--- src/rtl/pm1_pkg.sv ---
package pm1_pkg;
  localparam int REG_W = 16;

  // status / enable bit positions (shared by the two registers)
  localparam int EVB_TMR    = 0;
  localparam int EVB_GLOCK  = 5;
  localparam int EVB_PWRBTN = 8;
  localparam int EVB_RTC    = 10;
  localparam int EVB_WAKE   = 15;

  // control bit positions
  localparam int CTB_SCIEN  = 0;
  localparam int CTB_TYP_LO = 10;
  localparam int CTB_SLPEN  = 13;

  localparam logic [REG_W-1:0] SCI_SRC_MASK =
    REG_W'((1 << EVB_TMR) | (1 << EVB_GLOCK) | (1 << EVB_PWRBTN) | (1 << EVB_RTC));

  localparam logic [2:0] SLP_POWEROFF = 3'd0;
  localparam logic [2:0] SLP_SUSPEND  = 3'd1;

  localparam logic [7:0] CMD_SCI_ON  = 8'hF1;
  localparam logic [7:0] CMD_SCI_OFF = 8'hF0;

  localparam logic [7:0] OFS_STATUS = 8'h00;
  localparam logic [7:0] OFS_ENABLE = 8'h02;
  localparam logic [7:0] OFS_CTRL   = 8'h04;
  localparam logic [7:0] OFS_TIMER  = 8'h08;
endpackage

--- src/rtl/pm1_timer.sv ---
module pm1_timer #(
  parameter int TMR_W = 24
) (
  input  logic             clk,
  input  logic             rst_n,
  input  logic             tick,
  output logic [TMR_W-1:0] count,
  output logic             crossed
);
  localparam int MSB = TMR_W - 1;

  logic [TMR_W-1:0] count_inc;
  logic [TMR_W-1:0] count_d;

  always_comb begin
    count_inc = count + 1'b1;
    count_d   = tick ? count_inc : count;
    // top bit flips exactly when a multiple of 2^(TMR_W-1) is passed
    crossed   = tick & (count[MSB] ^ count_inc[MSB]);
  end

  always_ff @(posedge clk or negedge rst_n) begin
    if (!rst_n) begin
      count <= '0;
    end else if (tick) begin
      count <= count_d;
    end
  end
endmodule

--- src/rtl/pm1_status.sv ---
module pm1_status #(
  parameter int W = 16
) (
  input  logic         clk,
  input  logic         rst_n,
  input  logic         clr_en,
  input  logic [W-1:0] clr_mask,
  input  logic [W-1:0] set_vec,
  output logic [W-1:0] sts
);
  logic [W-1:0] sts_d;
  logic         upd;

  for (genvar i = 0; i < W; i++) begin : g_bit
    // hardware set wins over a software clear in the same cycle
    assign sts_d[i] = set_vec[i] | (sts[i] & ~(clr_en & clr_mask[i]));
  end

  assign upd = clr_en | (|set_vec);

  always_ff @(posedge clk or negedge rst_n) begin
    if (!rst_n) begin
      sts <= '0;
    end else if (upd) begin
      sts <= sts_d;
    end
  end
endmodule

--- src/rtl/pm1_ctrl.sv ---
module pm1_ctrl
  import pm1_pkg::*;
(
  input  logic             clk,
  input  logic             rst_n,
  input  logic             wr_en,
  input  logic [REG_W-1:0] wdata,
  input  logic             apm_valid,
  input  logic [7:0]       apm_cmd,
  output logic [REG_W-1:0] ctrl,
  output logic             wake_set,
  output logic             shutdown_req,
  output logic             reset_req,
  output logic             s3_pulse
);
  logic [REG_W-1:0] ctrl_d;
  logic             ctrl_upd;
  logic             sleep_go;
  logic [2:0]       sleep_typ;
  logic             off_d;
  logic             susp_d;
  logic             cmd_on;
  logic             cmd_off;

  always_comb begin
    sleep_typ = wdata[CTB_TYP_LO +: 3];
    sleep_go  = wr_en & wdata[CTB_SLPEN];
    off_d     = sleep_go & (sleep_typ == SLP_POWEROFF);
    susp_d    = sleep_go & (sleep_typ == SLP_SUSPEND);
    wake_set  = susp_d;
    cmd_on    = apm_valid & (apm_cmd == CMD_SCI_ON);
    cmd_off   = apm_valid & (apm_cmd == CMD_SCI_OFF);

    ctrl_d = ctrl;
    if (wr_en) begin
      ctrl_d = wdata;
      ctrl_d[CTB_SLPEN] = 1'b0;
    end
    if (cmd_on) begin
      ctrl_d[CTB_SCIEN] = 1'b1;
    end else if (cmd_off) begin
      ctrl_d[CTB_SCIEN] = 1'b0;
    end
    ctrl_upd = wr_en | cmd_on | cmd_off;
  end

  always_ff @(posedge clk or negedge rst_n) begin
    if (!rst_n) begin
      ctrl <= '0;
    end else if (ctrl_upd) begin
      ctrl <= ctrl_d;
    end
  end

  always_ff @(posedge clk or negedge rst_n) begin
    if (!rst_n) begin
      shutdown_req <= 1'b0;
      reset_req    <= 1'b0;
      s3_pulse     <= 1'b0;
    end else begin
      shutdown_req <= off_d;
      reset_req    <= susp_d;
      s3_pulse     <= susp_d;
    end
  end
endmodule

--- src/rtl/pm1_regfile.sv ---
module pm1_regfile
  import pm1_pkg::*;
#(
  parameter int ADDR_W = 4,
  parameter int DATA_W = 32,
  parameter int TMR_W  = 24
) (
  input  logic              clk,
  input  logic              rst_n,
  input  logic              io_en,
  input  logic              wr_en,
  input  logic              rd_en,
  input  logic [ADDR_W-1:0] addr,
  input  logic [REG_W-1:0]  wdata,
  output logic [DATA_W-1:0] rdata,
  input  logic              tick,
  input  logic              pwrbtn_evt,
  input  logic              apm_valid,
  input  logic [7:0]        apm_cmd,
  input  logic              gpe_hp_sts,
  input  logic              gpe_hp_en,
  output logic              sci,
  output logic              shutdown_req,
  output logic              reset_req,
  output logic              s3_pulse
);
  localparam logic [ADDR_W-1:0] A_STS = ADDR_W'(OFS_STATUS);
  localparam logic [ADDR_W-1:0] A_EN  = ADDR_W'(OFS_ENABLE);
  localparam logic [ADDR_W-1:0] A_CTL = ADDR_W'(OFS_CTRL);
  localparam logic [ADDR_W-1:0] A_TMR = ADDR_W'(OFS_TIMER);

  logic             wr_sts, wr_en_reg, wr_ctl;
  logic [TMR_W-1:0] tmr_cnt;
  logic             tmr_cross;
  logic [REG_W-1:0] sts_q;
  logic [REG_W-1:0] en_q;
  logic [REG_W-1:0] en_d;
  logic [REG_W-1:0] ctrl_q;
  logic [REG_W-1:0] set_vec;
  logic             wake_set;

  always_comb begin
    wr_sts    = io_en & wr_en & (addr == A_STS);
    wr_en_reg = io_en & wr_en & (addr == A_EN);
    wr_ctl    = io_en & wr_en & (addr == A_CTL);
  end

  pm1_timer #(.TMR_W(TMR_W)) u_timer (
    .clk     (clk),
    .rst_n   (rst_n),
    .tick    (tick),
    .count   (tmr_cnt),
    .crossed (tmr_cross)
  );

  always_comb begin
    set_vec             = '0;
    set_vec[EVB_TMR]    = tmr_cross;
    set_vec[EVB_PWRBTN] = (pwrbtn_evt & en_q[EVB_PWRBTN]) | wake_set;
    set_vec[EVB_WAKE]   = wake_set;
  end

  pm1_status #(.W(REG_W)) u_status (
    .clk      (clk),
    .rst_n    (rst_n),
    .clr_en   (wr_sts),
    .clr_mask (wdata),
    .set_vec  (set_vec),
    .sts      (sts_q)
  );

  pm1_ctrl u_ctrl (
    .clk          (clk),
    .rst_n        (rst_n),
    .wr_en        (wr_ctl),
    .wdata        (wdata),
    .apm_valid    (apm_valid),
    .apm_cmd      (apm_cmd),
    .ctrl         (ctrl_q),
    .wake_set     (wake_set),
    .shutdown_req (shutdown_req),
    .reset_req    (reset_req),
    .s3_pulse     (s3_pulse)
  );

  // enable register
  assign en_d = wdata;

  always_ff @(posedge clk or negedge rst_n) begin
    if (!rst_n) begin
      en_q <= '0;
    end else if (wr_en_reg) begin
      en_q <= en_d;
    end
  end

  // read mux
  always_comb begin
    rdata = '0;
    if (io_en && rd_en) begin
      case (addr)
        A_STS:   rdata = DATA_W'(sts_q);
        A_EN:    rdata = DATA_W'(en_q);
        A_CTL:   rdata = DATA_W'(ctrl_q);
        A_TMR:   rdata = DATA_W'(tmr_cnt);
        default: rdata = '0;
      endcase
    end
  end

  // interrupt level
  assign sci = (|(sts_q & en_q & SCI_SRC_MASK)) | (gpe_hp_sts & gpe_hp_en);
endmodule

--- config.mk ---
export PLATFORM = sky130hd
export DESIGN_NAME = pm1_regfile
export DESIGN_NICKNAME = d
export VERILOG_FILES = /design/src/rtl/pm1_pkg.sv /design/src/rtl/pm1_timer.sv /design/src/rtl/pm1_status.sv /design/src/rtl/pm1_ctrl.sv /design/src/rtl/pm1_regfile.sv
export SDC_FILE = /design/constraint.sdc
export NUM_CORES = 1
export LEC_CHECK = 0
export BUFFER_PORTS_ARGS = -buffer_cell sky130_fd_sc_hd__buf_2
export CAP_MARGIN = 20
export CORE_MARGIN = 3
export CORE_UTILIZATION = 45
export DETAILED_ROUTE_END_ITERATION = 8
export GPL_TIMING_DRIVEN = 0
export HOLD_SLACK_MARGIN = 0.05
export PLACE_DENSITY = 0.76
export SLEW_MARGIN = 20
export SYNTH_ARGS = -nofsm -noshare
export SYNTH_HDL_FRONTEND = slang
export SYNTH_SLANG_ARGS = --single-unit
--- constraint.sdc ---
create_clock -name clk -period 1.61 [get_ports clk]
set_input_delay 0 -clock clk [delete_from_list [all_inputs] [get_ports clk]]
set_output_delay 0 -clock clk [all_outputs]
set_load 0.05 [all_outputs]
==> summary.md, run 1 <==
| Metric | Value |
|---|---|
| Outcome | `finished, violations left` |
| Failing checks | `negative setup slack` |
| Fin. max-slew vios | `0` |
| Synth top cells by count | `dfrtp_1, a22oi_1, mux2_2, a21oi_1, xnor2_1` |
| R2R Path Start | `u_timer.count[4]$_DFFE_PN0P_` |
| Largest net degree at the start of global routing | `41` |
| Final Skew | `around 13 ps` |
| Placement Rows | `31` |
| Synthesized area per cell | `about 12 um^2` |
| Total grt overflow | `0` |
| Commonest register cell after synthesis | `dfrtp_1` |
| Met2 track demand over resource | `0.397` |
| Int Pwr | `between 3 and 4 mW` |
| Post-synthesis sequential area ratio | `0.527` |
| Dpl hpwl | `5.91 mm` |
| PD cells | `1010 nW/um^2` |
| TNS Setup | `-37.5 ps` |
| Number of synthesis warnings | `0` |
| DR pass1 iterations | `4` |
| Initial antenna violation count | `0` |
| Post-DP Area | `3970 um^2` |
| Grt met1 use | `0.268` |
| Htree depth | `3` |
| Initial core utilization | `0.470` |
| WP data required | `between 1500 and 2000 ps` |
| Maximum vdd drop | `roughly 0.00076 V` |
| Crit. End Element | `flop` |
| Final core occ | `0.639` |
| Register bit total from synthesis | `73` |
| TritonCTS clock tree | `done` |
| CTS Sinks | `73` |
| Final hold vios | `0` |
| First-pass GRT wire length | `15.0 mm` |
| Min Tclk post-route | `between 1500 and 2000 ps` |
| Max clock buf depth | `2` |
| Post-synth EDFFs | `0` |
| GP Congestion | `0.787` |
| Critical path, cell by cell | `nand4_1 > buf_6 > nor4_4 > nand4_1 > xnor2_1` |
| Die X | `93.8 um` |
| Register share of total power | `0.479` |
| Final setup fails | `2` |
| Die ar. | `8790 um^2` |
| WHS Endpoint | `u_ctrl.ctrl[0]$_DFFE_PN0P_` |
| TritonCTS Buffers | `9` |
| Clock share of power | `0.316` |
| Top post-synthesis cells by area | `dfrtp_1, a22oi_1, mux2_2` |
| R2r endpoint | `u_timer.count[23]$_DFFE_PN0P_` |
| Synth unique cells | `34` |
| ANT nets after route | `0` |
| Final Cycle Share | `1.02` |
| Fin area | `around 4700 um^2` |
| Post-synth top area share | `0.527` |
| Met3 GRT Util | `0.0409` |
| Top-count cell post-synth | `dfrtp_1` |
| Worst path most repeated cell | `nand4_1` |
| Hold Crit Class | `input port to flop` |
| Startpoint Class | `flop` |
| Pleak | `2.26 nW` |
| # nets final | `458` |
| Ys async rst share | `1.00` |
| Area Overhead vs Synth | `35.9%` |
| Vias per Instance | `5.60` |
| Routed via count | `~2900` |
| FF-to-FF path depth | `5` |
| Highest achievable clock rate | `610 MHz` |
| Slew margin rel. | `0.611` |
| Worst Path Arrival | `1870 ps` |
| CTS clk-pin slew, worst paths | `70 ps` |
| Post-Syn Area | `3470 um^2` |
| CP Class | `flop to flop` |
| Psw | `~1.4 mW` |
| Placeable Area | `7370 um^2` |
| Min setup slack post-route | `-29.9 ps` |
| Clk root buf | `clkbuf_8` |
| Switch share | `0.284` |
| Post-Synthesis Cells | `287` |
| Vias in the first global route | `2960` |
| Post-synth top area cell | `dfrtp_1` |
| CP top delay family | `simple AND/OR/NAND/NOR gates` |
| Hold Startpoint | `apm_cmd[4]` |
| Max-Cap Viols | `0` |
| Fin cells | `523` |
| N_diodes | `0` |
| DRC | `0` |
| Routed wire length | `9.72 mm` |
| R2r setup slk | `-30 ps` |
| Hold path cells | `4` |
| DR WL/cell | `18.6 um` |
| CP max stage delay | `410 ps` |
| Clk_lat worst skew | `360 ps` |
| CP max-delay cell | `dfrtp_2` |
| Top Usage Layer GRT | `met2` |
| CP Max Fanout | `5` |
| Share of cells above drive strength 1 | `0.392` |
| Initial DRC Count | `approximately 240` |
| Total GRT Usage | `0.227` |
| Unrepaired setup endpoints after global routing | `yes` |
| Worst Max-Slew Pin Slew | `584 ps` |
| Die Span Y | `~94 um` |
| Comb pwr share | `0.205` |
| Dpl cells | `459` |
| Port Buffer Count | `between 60 and 70` |
| Worst Path Buf+Inv | `1` |
| IO Count | `74` |
-- per-layer routing --
metal	vias up	part of all wire
li1	1301	-
met4	0	0.031
met3	25	0.048
met1	1493	0.41
met2	111	0.51
met5	-	0
-- per-stage QoR --
stage	setup WS (ps)	hold WS [ps]	power (mW)
6_report	-29.9	82.7	4.76
3_3_place_gp	-455	212	2.85
4_1_cts	-6.78	83.6	4.47
3_5_place_dp	-476	-15.7	2.90
5_1_grt	-149	85.1	4.94
2_1_floorplan	-115	-296	2.65
-- power by group through the flow --
stage	combinational, mW	clock [mW]	sequential (mW)
after floorplan	0.396	0	2.26
after global placement	0.542	0	2.31
after detailed placement	0.584	0	2.32
after CTS	0.698	1.50	2.27
after global routing	1.04	1.60	2.30
final	0.975	1.51	2.28
-- state kept, by name, summed over array words and instances (netlist names) --
| name | flops |
|---|---|
| u_ctrl.reset_req | 1 |
| u_ctrl.shutdown_req | 1 |
| u_status.sts | 16 |
| en_q | 16 |
| u_ctrl.ctrl | 15 |
| u_timer.count | 24 |
-- worst register-to-register path, cell delays in order, from the launching register on --
cell and delay [ps]:
dfrtp_2 410, nand4_1 120, buf_6 150, nor4_4 400, nand4_1 260, xnor2_1 190
-- worst max-delay path by stage --
stage / start / slack, ps / cells past startpoint / end
global placement: addr[1] / -460 / 6 / rdata[5]
floorplan: addr[3] / -120 / 5 / rdata[10]
global route: u_timer.count[6]$_DFFE_PN0P_ / -150 / 6 / u_timer.count[15]$_DFFE_PN0P_
detailed placement: addr[1] / -480 / 6 / rdata[5]
CTS: u_timer.count[0]$_DFFE_PN0P_ / -7 / 4 / u_timer.count[23]$_DFFE_PN0P_
finish: u_timer.count[4]$_DFFE_PN0P_ / -30 / 5 / u_timer.count[23]$_DFFE_PN0P_
-- cell usage in the layout (no fill, tap or decap), drive strengths merged --
cell	count
a21boi	13
a21oi	15
a222oi	2
a22oi	31
and2	9
and3	7
and4	1
buf	108
bufinv	1
clkbuf	16
clkinv	2
clkinvlp	1
conb	8
dfrtp	73
dlygate4sd3	22
ha	1
inv	4
maj3	1
mux2	33
nand2	13
nand2b	1
nand3	11
nand4	8
nor2	7
nor3	2
nor4	4
nor4b	3
o21ai	3
or3	1
xnor2	15
xor2	8
-- cell families after synthesis --
kind of cell / count (synthesis) / synth area share
AOI/OAI and AO/OA: 64 / 0.127
xor gates and xnor gates: 23 / 0.0581
adders and majority gates: 2 / 0.00650
buffers and inverters: 24 / 0.0458
DFF: 73 / 0.527
muxes: 33 / 0.107
other: 1 / 0.00108
and+or+nand+nor: 67 / 0.127
-- timing repair --
action	in CTS	in global routing
hold buffers	22	0
endpoints found under the setup margin	37	16
hold endpoints to repair	126	0
resized for setup	18	17
pin swaps	8	9
buffers inserted	12	15
-- final cells by class --
| type | count | area, um^2 |
|---|---|---|
| Clock buffer | 12 | 155 |
| Sequential cell | 73 | 1830 |
| Buffer | 19 | 149 |
| Clock inverter | 4 | 51.3 |
| Inverter | 4 | 15.0 |
| Tap cell | 99 | 124 |
| Multi-Input combinational cell | 197 | 1580 |
| Timing Repair Buffer | 115 | 803 |
| Fill cell | 582 | 2660 |
(Power assumes the default switching activity.)
==> inputs of run 2 (changes only) <==
==> constraint.sdc (replaced) <==
create_clock -name clk -period 1.37 [get_ports clk]
set_input_delay 0 -clock clk [delete_from_list [all_inputs] [get_ports clk]]
set_output_delay 0 -clock clk [all_outputs]
set_load 0.05 [all_outputs]
==> run 2 against run 1 <==
The flow still finishes with violations (negative setup slack); clock skew is 3.3 ps higher; sequential cell count unchanged; via count rose by 3.5%; cell area increased by 12%; wire length is 11% higher; clock power up 38%; total power grew 28%; combinational power grew 31%; die area did not move; sequential share of layout area is 4.0 points lower; global-route usage up 1.3 points; critical path type unchanged.
==> summary.md, run 2 (synthesis results as in run 1) <==
| Metric | Value |
|---|---|
| Min setup slack post-route | `-184 ps (was -29.9 ps)` |
| R2r setup slk | `-180 ps (was -30 ps)` |
| Fill count | `450 (was 582)` |
| Share of cells above drive strength 1 | `0.498 (was 0.392)` |
| Fin cells | `535 (was 523)` |
| PD cells | `1160 nW/um^2 (was 1010 nW/um^2)` |
| CP Max Fanout | `5 (unchanged)` |
| Pleak | `2.45 nW (was 2.26 nW)` |
| Critical path, cell by cell | `nand4_1 > buf_6 > nor4_4 > buf_6 > buf_4 > nand3_2 > xnor2_1 (was nand4_1 > buf_6 > nor4_4 > nand4_1 > xnor2_1)` |
| Htree depth | `3 (unchanged)` |
| CP max stage delay | `410 ps (about the same)` |
| Final hold vios | `0 (unchanged)` |
| Unrepaired setup endpoints after global routing | `yes (unchanged)` |
| ANT nets after route | `0 (unchanged)` |
| DR WL met2 | `5.47 mm (was 4.96 mm)` |
| Top Layer Used | `met4 (unchanged)` |
| N_diodes | `0 (unchanged)` |
| Fin. max-slew vios | `0 (unchanged)` |
| DR WL/cell | `20.1 um (was 18.6 um)` |
| Commonest non-fill, non-tap cell in the layout | `dfrtp_1 (unchanged)` |
| Placement Rows | `31 (unchanged)` |
| First-pass GRT wire length | `16.0 mm (was 15.0 mm)` |
| Port Buffer Count | `65 (unchanged)` |
| CTS clk-pin slew, worst paths | `90 ps (was 70 ps)` |
| WP data required | `1600 ps (was 1840 ps)` |
| Min Tclk post-route | `1550 ps (was 1640 ps)` |
| TritonCTS clock tree | `done (unchanged)` |
| TNS Setup | `-1910 ps (was -37.5 ps)` |
| Die X | `93.8 um (unchanged)` |
| Post-place setup slack | `-700 ps (was -476 ps)` |
| CP top delay family | `simple AND/OR/NAND/NOR gates (unchanged)` |
| Worst path most repeated cell | `buf_6 (was nand4_1)` |
| CTS Sinks | `73 (unchanged)` |
| DRC | `0 (unchanged)` |
| Initial antenna violation count | `0 (unchanged)` |
| Total GRT Usage | `0.240 (was 0.227)` |
| Dpl hpwl | `6.00 mm (was 5.91 mm)` |
| Final setup fails | `21 (was 2)` |
| Outcome | `finished, violations left (unchanged)` |
| Worst Path Arrival | `1790 ps (was 1870 ps)` |
| Failing checks | `negative setup slack (unchanged)` |
| Area Overhead vs Synth | `51.9% (was 35.9%)` |
| CP Class | `flop to flop (unchanged)` |
| Clk_lat worst skew | `360 ps (about the same)` |
| Final Skew | `15.9 ps (was 12.6 ps)` |
| Placeable Area | `7370 um^2 (unchanged)` |
| Routed wire length | `10.8 mm (was 9.72 mm)` |
| Most flop-heavy register | `u_timer.count (unchanged)` |
| Die ar. | `8790 um^2 (unchanged)` |
| DR pass1 iterations | `5 (was 4)` |
| Max clock buf depth | `2 (unchanged)` |
| Worst Path Buf+Inv | `3 (was 1)` |
| Dpl cells | `459 (unchanged)` |
| IO Count | `74 (unchanged)` |
| Die Span Y | `93.8 um (unchanged)` |
| CP max-delay cell | `dfrtp_2 (unchanged)` |
| Largest net degree at the start of global routing | `43 (was 41)` |
| Hold Crit Class | `input port to flop (unchanged)` |
| TritonCTS Buffers | `9 (unchanged)` |
| Initial DRC Count | `270 (was 243)` |
| Total grt overflow | `0 (unchanged)` |
| Top Registers | `u_timer.count: 24 flops, en_q: 16 flops, u_status.sts: 16 flops (unchanged)` |
| Clk root buf | `clkbuf_8 (unchanged)` |
| Most frequent cells in the layout | `dfrtp_1, buf_2, buf_4 (unchanged)` |
| Routed via count | `3034 (was 2930)` |
| Startpoint Class | `flop (unchanged)` |
| Max-Cap Viols | `0 (unchanged)` |
| Maximum vdd drop | `0.000771 V (was 0.000757 V)` |
| Metal3 WL | `796 um (was 464 um)` |
| Highest achievable clock rate | `643 MHz (was 610 MHz)` |
| Vias per Instance | `5.67 (was 5.60)` |
| Initial core utilization | `0.470 (unchanged)` |
| GP Congestion | `0.786 (was 0.787)` |
| Final Cycle Share | `1.13 (was 1.02)` |
| Vias in the first global route | `3178 (was 2960)` |
| Fin Hold WS | `75.0 ps (was 82.7 ps)` |
| # nets final | `470 (was 458)` |
| Max FFs per register | `24 (unchanged)` |
| Crit. End Element | `flop (unchanged)` |
| Wl on met1 | `4.05 mm (was 3.99 mm)` |
[run 2: cell types whose count changed in the layout (fill, tap and decap cells not counted), moves of 8 or more]
cell | previous run | this run
buf_2 | 54 | 45
buf_6 | 2 | 28
a22oi_1 | 31 | 20
a21oi_4 | 0 | 10
a22oi_2 | 0 | 11
a21oi_1 | 14 | 1
buf_4 | 49 | 41
[run 2: area by class of cell]
class,count,area [um^2],area share
buffer,19,173,0.0328
clock buffer,9,124,0.0235
clock inverter,7,118,0.0223
inverter,4,15.0,0.00285
multi-input combinational,197,1830,0.347
sequential,73,1840,0.349
tap,99,124,0.0235
timing repair buffer,127,1050,0.200
[run 2: through the flow]
step                      total power [mW]  instance area [um^2]  utilization
after floorplan                       3.19                  3660            -
after global placement                3.44                  4110        0.557
after detailed placement              3.50                  4130        0.560
after CTS                             5.75                  4990        0.677
after global routing                  6.27                  5270        0.714
final                                 6.09                  5270        0.714
[run 2: report_power, final]
part	leakage, nW	total [mW]	internal, mW	switching [mW]
combinational	1.37	1.28	0.682	0.598
sequential	0.957	2.71	2.45	0.261
clock	0.124	2.09	1.21	0.879
total	2.45	6.09	4.35	1.74
[run 2: final timing paths]
check                                              start                       endpoint  depth (start not counted)
setup / recovery            u_timer.count[2]$_DFFE_PN0P_  u_timer.count[15]$_DFFE_PN0P_                          7
hold / removal                                apm_cmd[4]     u_ctrl.ctrl[0]$_DFFE_PN0P_                          4
setup reg to reg            u_timer.count[2]$_DFFE_PN0P_  u_timer.count[15]$_DFFE_PN0P_                          7
hold reg to reg            u_timer.count[23]$_DFFE_PN0P_  u_timer.count[23]$_DFFE_PN0P_                          1
max in group asynchronous                          rst_n   u_timer.count[7]$_DFFE_PN0P_                          3
min in group asynchronous                          rst_n    u_status.sts[1]$_DFFE_PN0P_                          2
[run 2: metal layers]
metal  GRT usage  up-vias
met1       0.286     1492
met4       0.118        0
met3      0.0689       42
met2       0.396      173
met5           0        -
li1            -     1327
[run 2: repair_timing]
action,CTS,global route
endpoints found under the setup margin,53,43
cloned,1,0
pin swaps,23,24
buffers inserted,22,17
resized for setup,63,40
hold buffers,22,0
endpoints found under the hold margin,126,0
[run 2: worst register-to-register path, cell delays in order, from the launching register on]
cell and delay, ps:
dfrtp_2 410, nand4_1 120, buf_6 160, nor4_4 270
buf_6 150, buf_4 120, nand3_2 60, xnor2_1 140
==> inputs of run 3 (changes only) <==
--- a/config.mk
+++ b/config.mk
@@ -5,14 +5,15 @@
 export SDC_FILE = /design/constraint.sdc
 export NUM_CORES = 1
 export LEC_CHECK = 0
-export BUFFER_PORTS_ARGS = -buffer_cell sky130_fd_sc_hd__buf_2
 export CAP_MARGIN = 20
 export CORE_MARGIN = 3
 export CORE_UTILIZATION = 45
 export DETAILED_ROUTE_END_ITERATION = 8
+export DONT_BUFFER_PORTS = 1
 export GPL_TIMING_DRIVEN = 0
 export HOLD_SLACK_MARGIN = 0.05
-export PLACE_DENSITY = 0.76
+export PLACE_DENSITY = 0.65
+export REMOVE_ABC_BUFFERS = 1
 export SLEW_MARGIN = 20
 export SYNTH_ARGS = -nofsm -noshare
 export SYNTH_HDL_FRONTEND = slang
==> constraint.sdc (replaced) <==
create_clock -name clk -period 1.55 [get_ports clk]
set_input_delay 0 -clock clk [delete_from_list [all_inputs] [get_ports clk]]
set_output_delay 0 -clock clk [all_outputs]
set_load 0.05 [all_outputs]
==> run 3 against run 2 <==
The flow finishes with violations (negative hold slack, negative setup slack); cell area down 18%; combinational power down 38%; setup slack better by 160 ps; first-iteration DRC count fell by 57%; highest routed layer unchanged; via count decreased by 18%; critical path depth unchanged; register-to-register slack better by 160 ps; largest power group unchanged.
==> summary.md, run 3 (synthesis results as in run 1) <==
| Metric | Value |
|---|---|
| Outcome | `finished, violations left (unchanged)` |
| Failing checks | `negative hold slack, negative setup slack (was negative setup slack)` |
| Initial antenna violation count | `0 (unchanged)` |
| Placement Rows | `31 (unchanged)` |
| Area Overhead vs Synth | `24.6% (was 51.9%)` |
| Clk root buf | `clkbuf_8 (unchanged)` |
| Port Buffer Count | `0 (was 65)` |
| Post-place setup slack | `-1050 ps (was -700 ps)` |
| Vias in the first global route | `2568 (was 3178)` |
| Startpoint Class | `flop (unchanged)` |
| Max clock buf depth | `2 (unchanged)` |
| CP Max Fanout | `5 (unchanged)` |
| GP Congestion | `0.806 (was 0.786)` |
| Die ar. | `8790 um^2 (unchanged)` |
| CTS Sinks | `73 (unchanged)` |
| R2r endpoint | `u_timer.count[18]$_DFFE_PN0P_ (was u_timer.count[15]$_DFFE_PN0P_)` |
| Total GRT Usage | `0.194 (was 0.240)` |
| TritonCTS clock tree | `done (unchanged)` |
| Final Skew | `10.5 ps (was 15.9 ps)` |
| Pleak | `1.86 nW (was 2.45 nW)` |
| Worst Path Arrival | `1790 ps (about the same)` |
| Maximum vdd drop | `0.000839 V (was 0.000771 V)` |
| Final core occ | `0.586 (was 0.714)` |
| Total grt overflow | `0 (unchanged)` |
| Min setup slack post-route | `-23.3 ps (was -184 ps)` |
| Htree depth | `3 (unchanged)` |
| Share of cells above drive strength 1 | `0.269 (was 0.498)` |
| Min Tclk post-route | `1570 ps (was 1550 ps)` |
| CP Class | `flop to flop (unchanged)` |
| Post-DP Area | `3490 um^2 (was 4130 um^2)` |
| Fin. max-slew vios | `0 (unchanged)` |
| Unrepaired setup endpoints after global routing | `yes (unchanged)` |
| DR WL/cell | `18.6 um (was 20.1 um)` |
| Max-Cap Viols | `0 (unchanged)` |
| Fin area | `4320 um^2 (was 5270 um^2)` |
| Largest net degree at the start of global routing | `74 (was 43)` |
| CTS clk-pin slew, worst paths | `70 ps (was 90 ps)` |
| IO Count | `74 (unchanged)` |
| Hold Crit Class | `input port to async pin (was input port to flop)` |
| Die Span Y | `93.8 um (unchanged)` |
| Final Cycle Share | `1.02 (was 1.13)` |
| DRC | `0 (unchanged)` |
| R2R Path Start | `u_timer.count[0]$_DFFE_PN0P_ (was u_timer.count[2]$_DFFE_PN0P_)` |
| FF-to-FF path depth | `7 (unchanged)` |
| Clk_lat worst skew | `330 ps (was 360 ps)` |
| TritonCTS Buffers | `9 (unchanged)` |
| ANT nets after route | `0 (unchanged)` |
| Highest achievable clock rate | `636 MHz (was 643 MHz)` |
| Commonest non-fill, non-tap cell in the layout | `dfrtp_1 (unchanged)` |
| # nets final | `377 (was 470)` |
| Crit. End Element | `flop (unchanged)` |
| PD cells | `1010 nW/um^2 (was 1160 nW/um^2)` |
| First-pass GRT wire length | `13.1 mm (was 16.0 mm)` |
| Max FFs per register | `24 (unchanged)` |
| Most frequent cells in the layout | `dfrtp_1, a22oi_1, buf_4 (was dfrtp_1, buf_2, buf_4)` |
| DR pass1 iterations | `4 (was 5)` |
| Final setup fails | `5 (was 21)` |
| Vias per Instance | `5.66 (was 5.67)` |
| Dpl hpwl | `5.05 mm (was 6.00 mm)` |
| Die X | `93.8 um (unchanged)` |
| N_diodes | `0 (unchanged)` |
| R2r setup slk | `-20 ps (was -180 ps)` |
| Fin Hold WS | `-645 ps (was 75.0 ps)` |
| Routed wire length | `8.21 mm (was 10.8 mm)` |
| Worst Max-Slew Pin Slew | `869 ps` |
| Initial core utilization | `0.470 (unchanged)` |
| Hold buffer count at CTS | `25 (was 22)` |
| Slew margin rel. | `0.421` |
| Routed via count | `2498 (was 3034)` |
| WP data required | `1770 ps (was 1600 ps)` |
| Placeable Area | `7370 um^2 (unchanged)` |
| Final hold vios | `73 (was 0)` |
| Top Registers | `u_timer.count: 24 flops, en_q: 16 flops, u_status.sts: 16 flops (unchanged)` |
| Fill count | `617 (was 450)` |
| Initial DRC Count | `115 (was 270)` |
| Most flop-heavy register | `u_timer.count (unchanged)` |
[run 3: cell count changes in the layout (fill, tap and decap cells not counted), moves of 11 or more]
cell / before / now
a22oi_2: 11 / 0
buf_4: 41 / 26
buf_6: 28 / 1
a22oi_1: 20 / 31
buf_2: 45 / 0
[run 3: stage by stage]
step	TNS [ps]	total power, mW	instances
2_1_floorplan	-9410	2.73	274
3_3_place_gp	-64170	2.82	373
3_5_place_dp	-46720	2.85	374
4_1_cts	0	4.34	435
5_1_grt	-786	4.58	441
6_report	-66.7	4.37	441
[run 3: what timing repair did]
action                                  in CTS  in global routing
gates cloned                                 0                  0
hold endpoints to repair                   133                 73
setup buffers                               21                  6
endpoints found under the setup margin      77                 21
pin swaps                                   10                  5
resized for setup                           30                 11
[run 3: how the worst max path moves through the flow]
stage                     cells past startpoint                          from  slack (ps)                       endpoint
after floorplan                               4                       addr[1]        -350     u_ctrl.ctrl[0]$_DFFE_PN0P_
after global placement                        3                       addr[0]       -1250                      rdata[12]
after global routing                          7  u_timer.count[0]$_DFFE_PN0P_        -100  u_timer.count[18]$_DFFE_PN0P_
after detailed placement                      4                       addr[1]       -1050     u_ctrl.ctrl[0]$_DFFE_PN0P_
after CTS                                     5  u_timer.count[6]$_DFFE_PN0P_           5  u_timer.count[18]$_DFFE_PN0P_
final                                         7  u_timer.count[0]$_DFFE_PN0P_         -20  u_timer.count[18]$_DFFE_PN0P_
[run 3: worst max-delay path: stages, from the launching register on]
cell and delay, ps:
dfrtp_1 380, buf_4 120, ha_2 210, nand3_4 120
nor4_4 220, buf_4 180, nand3_1 90, xnor2_1 140
[run 3: report_power, final]
group / switching [mW] / internal, mW
combinational: 0.379 / 0.416
clock: 0.658 / 0.612
sequential: 0.142 / 2.16
[run 3: layer usage]
layer	part of all wire	global-route usage	vias to the layer above
met3	0.048	0.0529	5
met4	0.0041	0.0397	0
met1	0.43	0.253	1300
met2	0.52	0.325	62
li1	-	-	1131
met5	0	0	-
[run 3: area by class of cell]
class | count | area (um^2) | area share
Sequential cell | 73 | 1830 | 0.423
Multi-Input combinational cell | 197 | 1710 | 0.397
Timing Repair Buffer | 53 | 477 | 0.110
Clock buffer | 12 | 145 | 0.0336
Tap cell | 99 | 124 | 0.0287
Clock inverter | 3 | 17.5 | 0.00406
Inverter | 4 | 15.0 | 0.00348
